File: src/rtl/ddp_pkg.sv
package ddp_pkg;
  localparam int unsigned BYTE_W = 8;
  localparam int unsigned PTR_W  = 2 * BYTE_W;
  localparam int unsigned N_PTR  = 2;
  localparam int unsigned SEL_W  = (N_PTR > 1) ? $clog2(N_PTR) : 1;

  typedef enum logic [1:0] {
    PO_NONE = 2'd0,
    PO_INC  = 2'd1,
    PO_DEC  = 2'd2,
    PO_LOAD = 2'd3
  } ptr_op_e;
endpackage

File: src/rtl/ddp_opdec.sv
module ddp_opdec
  import ddp_pkg::*;
#(
  parameter logic [7:0] OPC_INC  = 8'hA3,
  parameter logic [7:0] OPC_DEC  = 8'hA5,
  parameter logic [7:0] OPC_LOAD = 8'h90
) (
  input  logic       valid,
  input  logic [7:0] code,
  output ptr_op_e    op
);
  always_comb begin
    op = PO_NONE;
    if (valid) begin
      unique case (code)
        OPC_INC:  op = PO_INC;
        OPC_DEC:  op = PO_DEC;
        OPC_LOAD: op = PO_LOAD;
        default:  op = PO_NONE;
      endcase
    end
  end
endmodule

File: src/rtl/ddp_step.sv
module ddp_step
  import ddp_pkg::*;
#(
  parameter int unsigned W = PTR_W
) (
  input  ptr_op_e      op,
  input  logic [W-1:0] cur,
  input  logic [W-1:0] imm,
  output logic [W-1:0] nxt
);
  logic [W-1:0] delta;

  // One full-width adder serves both directions: +1 or +(all ones)
  always_comb begin
    delta = (op == PO_DEC) ? {W{1'b1}} : {{(W-1){1'b0}}, 1'b1};
    unique case (op)
      PO_INC, PO_DEC: nxt = cur + delta;
      PO_LOAD:        nxt = imm;
      default:        nxt = cur;
    endcase
  end
endmodule

File: src/rtl/ddp_bank.sv
module ddp_bank
  import ddp_pkg::*;
#(
  parameter int unsigned NP = N_PTR,
  parameter int unsigned BW = BYTE_W,
  localparam int unsigned PW = 2 * BW,
  localparam int unsigned SW = (NP > 1) ? $clog2(NP) : 1
) (
  input  logic                 clk,
  input  logic                 rst,
  input  logic [NP-1:0]        we_lo,
  input  logic [NP-1:0]        we_hi,
  input  logic [BW-1:0]        wbyte,
  input  logic                 op_en,
  input  logic [PW-1:0]        op_val,
  input  logic [SW-1:0]        sel_cur,
  input  logic [SW-1:0]        sel_nxt,
  output logic [NP-1:0][PW-1:0] ptrs,
  output logic [PW-1:0]        act_q
);
  logic [NP-1:0][PW-1:0] p_q;
  logic [NP-1:0][PW-1:0] p_d;

  for (genvar gi = 0; gi < NP; gi++) begin : g_ptr
    always_comb begin
      p_d[gi] = p_q[gi];
      if (op_en && (sel_cur == SW'(gi))) begin
        p_d[gi] = op_val;
      end else begin
        if (we_lo[gi]) p_d[gi][BW-1:0]  = wbyte;
        if (we_hi[gi]) p_d[gi][PW-1:BW] = wbyte;
      end
    end

    always_ff @(posedge clk) begin
      if (rst) p_q[gi] <= '0;
      else     p_q[gi] <= p_d[gi];
    end

    AST_IDLE_PTR_HOLD: assert property (@(posedge clk) disable iff (rst)
      (!(op_en && sel_cur == SW'(gi)) && !we_lo[gi] && !we_hi[gi]) |=> $stable(p_q[gi]));
  end

  always_ff @(posedge clk) begin
    if (rst) act_q <= '0;
    else     act_q <= p_d[sel_nxt];
  end

  assign ptrs = p_q;
endmodule

File: src/rtl/ddp_unit.sv
module ddp_unit
  import ddp_pkg::*;
#(
  parameter logic [7:0] ADDR_P0_LO = 8'h82,
  parameter logic [7:0] ADDR_P0_HI = 8'h83,
  parameter logic [7:0] ADDR_P1_LO = 8'h84,
  parameter logic [7:0] ADDR_P1_HI = 8'h85,
  parameter logic [7:0] ADDR_SEL   = 8'h86,
  parameter logic [7:0] OPC_INC    = 8'hA3,
  parameter logic [7:0] OPC_DEC    = 8'hA5,
  parameter logic [7:0] OPC_LOAD   = 8'h90
) (
  input  logic        clk,
  input  logic        rst,
  input  logic        sfr_we,
  input  logic        sfr_re,
  input  logic [7:0]  sfr_addr,
  input  logic [7:0]  sfr_wdata,
  output logic [7:0]  sfr_rdata,
  output logic        sfr_hit,
  input  logic        op_valid,
  input  logic [7:0]  op_code,
  input  logic [15:0] op_data,
  output logic [15:0] ptr_q
);
  localparam logic [N_PTR-1:0][7:0] LO_ADDR = {ADDR_P1_LO, ADDR_P0_LO};
  localparam logic [N_PTR-1:0][7:0] HI_ADDR = {ADDR_P1_HI, ADDR_P0_HI};

  logic [SEL_W-1:0]             sel_q, sel_d;
  logic [N_PTR-1:0]             we_lo, we_hi;
  logic [N_PTR-1:0][PTR_W-1:0]  ptrs;
  ptr_op_e                      op;
  logic [PTR_W-1:0]             op_val;
  logic                         sel_wr;
  logic [7:0]                   rd_mux;
  logic                         rd_map;

  ddp_opdec #(.OPC_INC(OPC_INC), .OPC_DEC(OPC_DEC), .OPC_LOAD(OPC_LOAD)) u_dec (
    .valid (op_valid),
    .code  (op_code),
    .op    (op)
  );

  ddp_step #(.W(PTR_W)) u_step (
    .op  (op),
    .cur (ptrs[sel_q]),
    .imm (op_data),
    .nxt (op_val)
  );

  for (genvar gi = 0; gi < N_PTR; gi++) begin : g_wdec
    assign we_lo[gi] = sfr_we && (sfr_addr == LO_ADDR[gi]);
    assign we_hi[gi] = sfr_we && (sfr_addr == HI_ADDR[gi]);
  end

  assign sel_wr = sfr_we && (sfr_addr == ADDR_SEL);
  assign sel_d  = sel_wr ? sfr_wdata[SEL_W-1:0] : sel_q;

  always_ff @(posedge clk) begin
    if (rst) sel_q <= '0;
    else     sel_q <= sel_d;
  end

  ddp_bank #(.NP(N_PTR), .BW(BYTE_W)) u_bank (
    .clk     (clk),
    .rst     (rst),
    .we_lo   (we_lo),
    .we_hi   (we_hi),
    .wbyte   (sfr_wdata),
    .op_en   (op != PO_NONE),
    .op_val  (op_val),
    .sel_cur (sel_q),
    .sel_nxt (sel_d),
    .ptrs    (ptrs),
    .act_q   (ptr_q)
  );

  always_comb begin
    rd_mux = '0;
    rd_map = 1'b0;
    if (sfr_addr == ADDR_SEL) begin
      rd_mux = {{(8-SEL_W){1'b0}}, sel_q};
      rd_map = 1'b1;
    end
    for (int i = 0; i < N_PTR; i++) begin
      if (sfr_addr == LO_ADDR[i]) begin
        rd_mux = ptrs[i][BYTE_W-1:0];
        rd_map = 1'b1;
      end
      if (sfr_addr == HI_ADDR[i]) begin
        rd_mux = ptrs[i][PTR_W-1:BYTE_W];
        rd_map = 1'b1;
      end
    end
  end

  always_ff @(posedge clk) begin
    if (rst) begin
      sfr_rdata <= '0;
      sfr_hit   <= 1'b0;
    end else begin
      sfr_rdata <= sfr_re ? rd_mux : 8'h00;
      sfr_hit   <= sfr_re && rd_map;
    end
  end

  AST_RESET_CLEAR: assert property (@(posedge clk)
    rst |=> (ptr_q == 16'h0000 && sfr_rdata == 8'h00 && !sfr_hit));

  AST_INC_STEP: assert property (@(posedge clk) disable iff (rst)
    (op_valid && op_code == OPC_INC && !sel_wr) |=> (ptr_q == 16'($past(ptr_q) + 16'd1)));

  AST_DEC_STEP: assert property (@(posedge clk) disable iff (rst)
    (op_valid && op_code == OPC_DEC && !sel_wr) |=> (ptr_q == 16'($past(ptr_q) - 16'd1)));

  AST_LOAD_IMM: assert property (@(posedge clk) disable iff (rst)
    (op_valid && op_code == OPC_LOAD && !sel_wr) |=> (ptr_q == $past(op_data)));

  AST_UNMAPPED_ZERO: assert property (@(posedge clk) disable iff (rst)
    (!sfr_re || !rd_map) |=> (sfr_rdata == 8'h00 && !sfr_hit));
endmodule

File: config.mk
export PLATFORM = sky130hd
export DESIGN_NAME = ddp_unit
export DESIGN_NICKNAME = d
export VERILOG_FILES = /design/src/rtl/ddp_pkg.sv /design/src/rtl/ddp_opdec.sv /design/src/rtl/ddp_step.sv /design/src/rtl/ddp_bank.sv /design/src/rtl/ddp_unit.sv
export SDC_FILE = /design/constraint.sdc
export NUM_CORES = 1
export LEC_CHECK = 0
export BUFFER_PORTS_ARGS = -buffer_cell sky130_fd_sc_hd__buf_2
export CORE_MARGIN = 2
export CORE_UTILIZATION = 40
export DETAILED_ROUTE_END_ITERATION = 16
export GPL_ROUTABILITY_DRIVEN = 0
export SYNTH_ARGS = -nofsm -noshare
export SYNTH_HDL_FRONTEND = slang
export SYNTH_SLANG_ARGS = --single-unit
File: constraint.sdc
create_clock -name clk -period 6.6 [get_ports clk]
set_clock_uncertainty 0.1 [all_clocks]
set_input_delay 1.98 -clock clk [delete_from_list [all_inputs] [get_ports clk]]
set_output_delay 1.98 -clock clk [all_outputs]
set_load 0.02 [all_outputs]
**Yosys cells after proc, flatten, opt, wreduce, memory -nomap -nowiden**

Index checks and enable logic that the tools add are counted.
Widths: inputs -> output; s select.

- Input port bits: 45
- Output and inout bits: 25
- Register bits after elaboration: 58

- Reduce and logical (&&, ||, !) cells: 11
- Equal/unequal tests: 11
- Add/subtract/negate cells: 1
- Bitwise operators: 2
- Multiplexer cells: 25
- $lt $le $gt $ge: 2

Operators with widths:

| cell | count |
|---|---|
| $mux 16 | 7 |
| $eq 8x8->1 const B | 8 |
| $mux 8 | 8 |
| $pmux 16 s2 | 1 |
| $add 16x16->16 | 1 |
| $logic_and 1x1->1 | 8 |
| $mux 1 | 7 |
| $pmux 2 s3 | 1 |
| $eq 2x2->1 const B | 2 |
| $lt 1x2->1 const B | 2 |
| $reduce_or 2->1 | 2 |
| $eq 2x1->1 const B | 1 |
| $mux 2 | 1 |
| $not 1->1 | 2 |
| $reduce_bool 2->1 | 1 |

**Depth between registers and ports, before layout**

Gate-level depths: netlist of run 1.

- Word-level depth: 10
- Gate-level depth with buffers: 16

**Modules after synthesis**

Synthesis of run 1 repeated with hierarchy kept, for this count alone.

- Cell total of the unflattened synthesis: 578
- Area, all modules: 4654.5 µm²

Modules (own cells, without submodules):

| module | sequential area each (µm²) | cells an instance | times used | area each (µm²) |
|---|---|---|---|---|
| ddp_bank | 960.9 | 234 | 1 | 2175.8 |
| ddp_step | 0.0 | 227 | 1 | 1456.4 |
| ddp_unit | 200.2 | 110 | 1 | 958.4 |
| ddp_opdec | 0.0 | 7 | 1 | 63.8 |

**Worst setup path after synthesis of run 1**

OpenSTA, ideal clock, no wires.

- Path type: in2reg
- From: input op_code[0]
- To: register u_bank.p_q (netlist bit u_bank.ptrs[14])
- Data arrival time: 5.046 ns
- Path buffers: 0
- Data required time: 6.414 ns
- Slack: 1.368 ns
- Stages: 15
- Setup time: 0.086 ns
- Path through: nor4b_1 > nand3_1 > o21ai_0 > and2_1 > inv_1 > ha_1 > ha_1 > nor2b_1 > o31a_1 > o22ai_1 > a211oi_1 > or4_1 > a21oi_1 > nor3_1 > a211oi_1

- Word-level cells in the longest chain between the ends: 8
- Elaborated cells on any way between the ends: 15
- Those cells by class: 1 x add/sub; 6 x eq/ne; 5 x mux; 3 x reduce/logical

RTL lines:

| element | line | RTL |
|---|---|---|
| from (decl) | ddp_unit.sv:22 | `input logic [7:0] op_code,` |
| $eq 8x8->1 | ddp_opdec.sv:15 | `unique case (code)` |
| $pmux 2 s3 * | ddp_opdec.sv:15 |  |
| $mux 2 * | ddp_opdec.sv:14 | `if (valid) begin` |
| $eq 2x2->1 | ddp_step.sv:15, ddp_step.sv:16 |  |
| $mux 16 | ddp_step.sv:15 | `delta = (op == PO_DEC) ? {W{1'b1}} : {{(W-1){1'b0}}, 1'b1};` |
| $add 16x16->16 | ddp_step.sv:17 | `PO_INC, PO_DEC: nxt = cur + delta;` |
| $pmux 16 s2 | ddp_step.sv:16 | `unique case (op)` |
| $mux 16 * | ddp_bank.sv:27 | `if (op_en && (sel_cur == SW'(gi))) begin` |
| to (signal, indexed assignment) | ddp_bank.sv:37 | `else p_q[gi] <= p_d[gi];` |
| to (decl) | ddp_bank.sv:21 | `logic [NP-1:0][PW-1:0] p_q;` |

Mark *: on every way between the ends. The rest lies on a longest branch, timed or not.
A chain may end at the register's enable or synchronous reset.

**Worst setup path in the final report of run 1**

- From: input op_code[0]
- To: register u_bank.p_q (netlist bit u_bank.ptrs[24])

Same word-level chain as after synthesis.

==> reports/metrics.csv, run 1 <==
metric,value,unit
status,completed,
cp.required,6.66,ns
drc_errors,0,
synth_fp_nets,511,
synth_top_area_cell,dfxtp_1,
wl_per_cell,18.4,um
insertedDiodeCount,0,
ir_worst_vdd,0.0935,mV
drive_gt1_share,22.6,%
numCtsBuffers,9,
synth_edf_count,0,
yosys_warnings,0,
p_leak,1.84,nW
multiInputGateArea,0.00253,mm2
die_y,103,um
cp_max_fo,15,
postCtsSetupBuffers,0,
dominantRegCellSynth,dfxtp_1,
maxCapViolations,0,
grt_overflow,0,
tns,0,ns
tightest_slew,1.14,ns
criticalPathCategory,in2reg,
antenna_found_initial,0,
clk_latency,0.34,ns
cts.sinks,58,
grt_max_degree,46,
cts-resized-gates,0,
via_per_inst,5.96,
fin_crit,5.64,ns
relSlewSlack,24.0,%
cp_num_cells,17,
io-pin-count,70,
yosysUniqueCellTypes,62,
grt_use_total,22.7,%
hold_slack,0.516,ns
drtIter0Drc,284,
period_share,85.5,%
fill_cells,913,
cts_tree,yes,
cp_cell_sequence,"buf_2, nor4b_1, nand3_1, o21ai_0, nand2_1, inv_1, ha_1, inv_1, fa_1, nor2b_1, o31a_1, o22ai_1, inv_1, a21oi_1, xnor2_1, a221oi_1, a221oi_1",
synth-seq-area-share,29.8,%
netlist_top_cells_area,"dfxtp_1 (30%), mux2i_1 (7.7%), ha_1 (5.5%)",
drtAntennaViolNets,0,
vias,3802,
rows,35,
seqCellArea,0.00116,mm2
slowest_delay,0.66,ns
avgSynthCellArea,8.68,um2
cpMaxStageDelayCell,a221oi_1,
synth-seq-cells,58,
syn_inst,448,
start_util,41.7,%
port_buffers,69,
root_buffer,clkbuf_8,
critical_path_arrival,5.70,ns
power-per-cell-area,170,mW/mm2
htreeDepth,3,
end_kind,flip-flop,
hold_viol,0,
path_common_cell,inv_1,
syn_area,0.00389,mm2
hold_path.class,reg2reg,
worst-path-buf-inv,4,
finalMaxSlewViolations,0,
holdPathStages,2,
max_freq,177,MHz
core_area,0.00933,mm2
clk_path_buf_depth,2,
synth_top_area_share,29.8,%
die_x,103,um
r2r_cells,11,
async_reset_ff_share,0,%
die_area,0.0105,mm2
dr.pass1.iters,5,
hold_buffers,0,
rsz0062_at_grt,no,
start_kind,input pin,
setup_viol_count_final,0,
synthToLayoutAreaGrowth,16.2,%
grt_pass1_wl,18200,um
final_nets,567,
cp_top_family,compound AO/OA/AOI/OAI gates,
clk_pin_slew,0.06,ns
place_hpwl,8580,um
wirelength,11700,um
grt_pass1_vias,3492,
## path summary, 6_finish.rpt
check / endpoint / start / slack, ns
setup / recovery: u_bank.ptrs[24]$_SDFF_PP0_ / op_code[0] / 0.96
hold / removal: sfr_rdata[2]$_SDFF_PP0_ / u_bank.ptrs[10]$_SDFF_PP0_ / 0.52
setup reg to reg: u_bank.ptrs[24]$_SDFF_PP0_ / sel_q$_SDFF_PP0_ / 2.47
hold reg to reg: sfr_rdata[2]$_SDFF_PP0_ / u_bank.ptrs[10]$_SDFF_PP0_ / 0.52
## through the flow
stage | utilization (%) | worst slack (ns) | power, W | area (um2) | std cells
after floorplan | - | 1.37 | 0.000389 | 3890 | 448
after global placement | 46.1 | 0.815 | 0.000413 | 4300 | 622
after detailed placement | 46.1 | 0.649 | 0.000413 | 4300 | 622
after CTS | 48.5 | 1.02 | 0.000774 | 4520 | 638
after global routing | 48.5 | 0.574 | 0.000790 | 4520 | 638
final | 48.5 | 0.955 | 0.000767 | 4520 | 638
## worst reg2reg max path, stage by stage, from the launching register on
cell      delay [ns]
dfxtp_1         0.74
buf_4           0.40
mux2i_1         0.56
fa_1            0.33
nor2b_1         0.08
o31a_1          0.27
o22ai_1         0.28
inv_1           0.08
a21oi_1         0.18
xnor2_1         0.08
a221oi_1        0.66
a221oi_1        0.20
## sequential cells by signal, summed over array words and instances (netlist names)
name / cells
u_bank.ptrs: 32
u_bank.act_q: 16
sfr_rdata: 8
sel_q: 1
sfr_hit: 1
## routing by layer
layer | vias to the layer above | track usage, % | routed length [um]
met4 | 0 | 7.69 | 204
li1 | 1811 | - | -
met3 | 18 | 3.73 | 1050
met5 | - | 0 | 0
met1 | 1802 | 31.2 | 5120
met2 | 171 | 36.2 | 5340
## where the power goes
group / switching, W / internal, W / total (W)
logic: 0.0000315 / 0.0000204 / 0.0000519
clock network: 0.000138 / 0.000223 / 0.000361
registers: 0.00000126 / 0.000353 / 0.000354
total: 0.000170 / 0.000596 / 0.000767
## layout by cell type, fill, tap and decap left out, drive strengths merged, types with 9 or more instances in the layout
cell type / netlist / layout
nor2b: 16 / 16
buf: 12 / 75
nand2: 30 / 30
inv: 14 / 14
a22oi: 11 / 11
o21ai: 20 / 20
nor3: 13 / 13
a211oi: 29 / 29
dfxtp: 58 / 58
a221oi: 23 / 23
mux2i: 31 / 31
nand3: 9 / 9
clkbuf: 18 / 12
mux2: 15 / 15
ha: 17 / 17
nor2: 25 / 25
a21oi: 26 / 26
## synth_stat cells (2+ instances only)
cell type / number
dfxtp_1: 58
mux2i_1: 30
nand2_1: 30
a211oi_1: 28
a21oi_1: 26
nor2_1: 24
a221oi_1: 22
o21ai_0: 19
clkbuf_1: 18
ha_1: 17
nor2b_1: 16
mux2_2: 15
inv_1: 14
a22oi_1: 11
nor3_1: 10
nand3_1: 9
nand2b_1: 7
xnor2_1: 6
o21a_1: 5
o22a_1: 5
o22ai_1: 5
a21o_1: 4
buf_1: 4
buf_2: 4
nor3b_1: 4
xor2_1: 4
a31oi_1: 3
and3_1: 3
o211ai_1: 3
a211o_1: 2
a21boi_0: 2
a22o_1: 2
a32o_1: 2
and2_1: 2
buf_4: 2
buf_6: 2
nand4_1: 2
nor3_4: 2
o31ai_1: 2
or3_1: 2
## cell families after synthesis
kind of cell / after synthesis / share of synthesized area, %
flip-flops: 58 / 29.8
multiplexers: 46 / 12.4
AND/OR/NAND/NOR: 121 / 16.5
buffers and inverters: 45 / 5.05
adder cells (fa/ha/maj): 18 / 5.98
XOR/XNOR: 11 / 2.96
AO/OA/AOI/OAI: 149 / 27.2
## area by class of cell
cell class,instances,share of cell area [%]
inverters,15,1.25
clock inverters,4,1.66
flip-flops and latches,58,25.7
well taps,129,3.57
clock buffers,12,3.21
multi-input cells,345,56.0
repair buffers,75,8.63
(Power assumes the default switching activity.)
==> run 2: changes to the inputs <==
- RECOVER_POWER: not set -> 100
==> reports/metrics.csv, run 2 (synthesis results as in run 1) <==
metric,value,unit,change
status,"complete, but fails checks",,was completed
violations,"capacitance limit, slew limit",,
drive_gt1_share,16.7,%,was 22.6%
internal_power,0.000596,W,about the same
maxCapViolations,1,,was 0
clk_latency,0.34,ns,about the same
ir_worst_vdd,0.0935,mV,about the same
hold_viol,0,,unchanged
cp_cell_sequence,"buf_2, nor4b_1, nand3_1, o21ai_0, nand2_1, inv_1, ha_1, inv_1, fa_1, nor2b_1, o31a_1, o22ai_1, inv_1, a21oi_1, xnor2_1, a221oi_1, a221oi_1",,unchanged
core_area,0.00933,mm2,unchanged
rsz0062_at_grt,no,,unchanged
htreeDepth,3,,unchanged
wirelength,11800,um,was 11700 um
cpMaxStageDelayCell,a221oi_1,,unchanged
tns,0,ns,unchanged
cp_max_fo,15,,unchanged
dpl.cell_count,622,,unchanged
p_seq_share,46.2,%,about the same
stdcell_area,0.00448,mm2,was 0.00452 mm2
largest_reg_flops,32,,unchanged
critical_path_arrival,5.67,ns,was 5.70 ns
finalMaxSlewViolations,46,,was 0
hold_buffers,0,,unchanged
relSlewSlack,-43.2,%,was 24.0%
start_kind,input pin,,unchanged
path_common_cell,inv_1,,unchanged
finalPower,0.000766,W,was 0.000767 W
cts_tree,yes,,unchanged
cts.sinks,58,,unchanged
die_y,103,um,unchanged
dr.pass1.iters,5,,unchanged
p_leak,1.72,nW,was 1.84 nW
final_util,48.0,%,was 48.5%
port_buffers,69,,unchanged
tightest_slew,2.15,ns,was 1.14 ns
grt_pass1_vias,3492,,unchanged
antenna_found_initial,0,,unchanged
wl_per_cell,18.5,um,was 18.4 um
end_kind,flip-flop,,unchanged
grt_use_total,22.7,%,unchanged
setup_viol_count_final,0,,unchanged
hold_path.class,reg2reg,,unchanged
drc_errors,0,,unchanged
slowest_delay,0.64,ns,was 0.66 ns
insertedDiodeCount,0,,unchanged
via_per_inst,6.00,,was 5.96
cp.required,6.59,ns,was 6.66 ns
drtAntennaViolNets,0,,unchanged
root_buffer,clkbuf_8,,unchanged
mostFrequentLayoutCell,dfxtp_1,,was buf_2
fin_cells,638,,unchanged
final_nets,567,,unchanged
grt_pass1_wl,18200,um,unchanged
period_share,86.1,%,was 85.5%
power_frac_comb,6.7,%,was 6.8%
vias,3831,,was 3802
synthToLayoutAreaGrowth,15.1,%,was 16.2%
cts-resized-gates,0,,unchanged
clk_pin_slew,0.06,ns,about the same
grt_overflow,0,,unchanged
die_area,0.0105,mm2,unchanged
numCtsBuffers,9,,unchanged
grt_max_degree,46,,unchanged
p_sw_share,22.3,%,was 22.2%
start_util,41.7,%,unchanged
clk_path_buf_depth,2,,unchanged
criticalPathCategory,in2reg,,unchanged
power-per-cell-area,171,mW/mm2,was 170 mW/mm2
dpl_cell_area,0.00430,mm2,unchanged
postCtsSetupBuffers,0,,unchanged
rows,35,,unchanged
max_freq,176,MHz,was 177 MHz
drtIter0Drc,267,,was 284
fin_crit,5.68,ns,was 5.64 ns
place_hpwl,8580,um,unchanged
clockPowerShare,47.1,%,was 47.0%
power_switching,0.000171,W,was 0.000170 W
layout_common_cells,"dfxtp_1 (58), buf_2 (42), nand2_1 (30), mux2i_1 (30), clkbuf_1 (29)",,"was buf_2 (69), dfxtp_1 (58), nand2_1 (30), mux2i_1 (30), a211oi_1 (28)"
io-pin-count,70,,unchanged
die_x,103,um,unchanged
==> run 2: power groups by stage <==
stage / logic, W / registers (W) / clock network (W)
finish: 0.0000512 / 0.000354 / 0.000361
global route: 0.0000554 / 0.000354 / 0.000379
CTS: 0.0000513 / 0.000354 / 0.000369
detailed placement: 0.0000512 / 0.000362 / 0
global placement: 0.0000506 / 0.000362 / 0
floorplan: 0.0000246 / 0.000364 / 0
==> run 2: cell type report <==
cell class | instances | area, um2
Sequential cell | 58 | 1160
Tap cell | 129 | 161
Multi-Input combinational cell | 345 | 2520
Inverter | 15 | 56.3
Timing Repair Buffer | 75 | 353
Fill cell | 928 | 4850
Clock buffer | 12 | 145
Clock inverter | 4 | 75.1
==> run 2: stage by stage <==
| stage | setup slack [ns] | hold WS (ns) |
|---|---|---|
| finish | 0.920 | 0.515 |
| global route | 0.560 | 0.570 |
| floorplan | 1.37 | 0.436 |
| global placement | 0.815 | 0.505 |
| detailed placement | 0.649 | 0.511 |
| CTS | 1.02 | 0.520 |
==> run 2: path summary, 6_finish.rpt <==
kind / start / to / slack (ns) / cells after the start
setup / recovery: op_code[5] / u_bank.ptrs[24]$_SDFF_PP0_ / 0.92 / 17
hold reg to reg: u_bank.ptrs[10]$_SDFF_PP0_ / sfr_rdata[2]$_SDFF_PP0_ / 0.51 / 2
setup reg to reg: sel_q$_SDFF_PP0_ / u_bank.ptrs[24]$_SDFF_PP0_ / 2.40 / 11
hold / removal: u_bank.ptrs[10]$_SDFF_PP0_ / sfr_rdata[2]$_SDFF_PP0_ / 0.51 / 2
==> run 2: critical path, delay by kind of cell <==
kind                       cells  cell delay [ns]
xor gates and xnor gates       1             0.13
adders and majority gates      2             1.03
and+or+nand+nor                4             0.71
buffers and inverters          4             0.45
AOI/OAI and AO/OA              6             1.35
==> run 2: layer usage <==
metal | track usage, % | part of all wire, % | vias up
met5 | 0 | 0 | -
met4 | 7.69 | 1.5 | 0
met3 | 3.73 | 8.1 | 15
met2 | 36.2 | 45 | 157
met1 | 31.2 | 45 | 1847
li1 | - | - | 1812
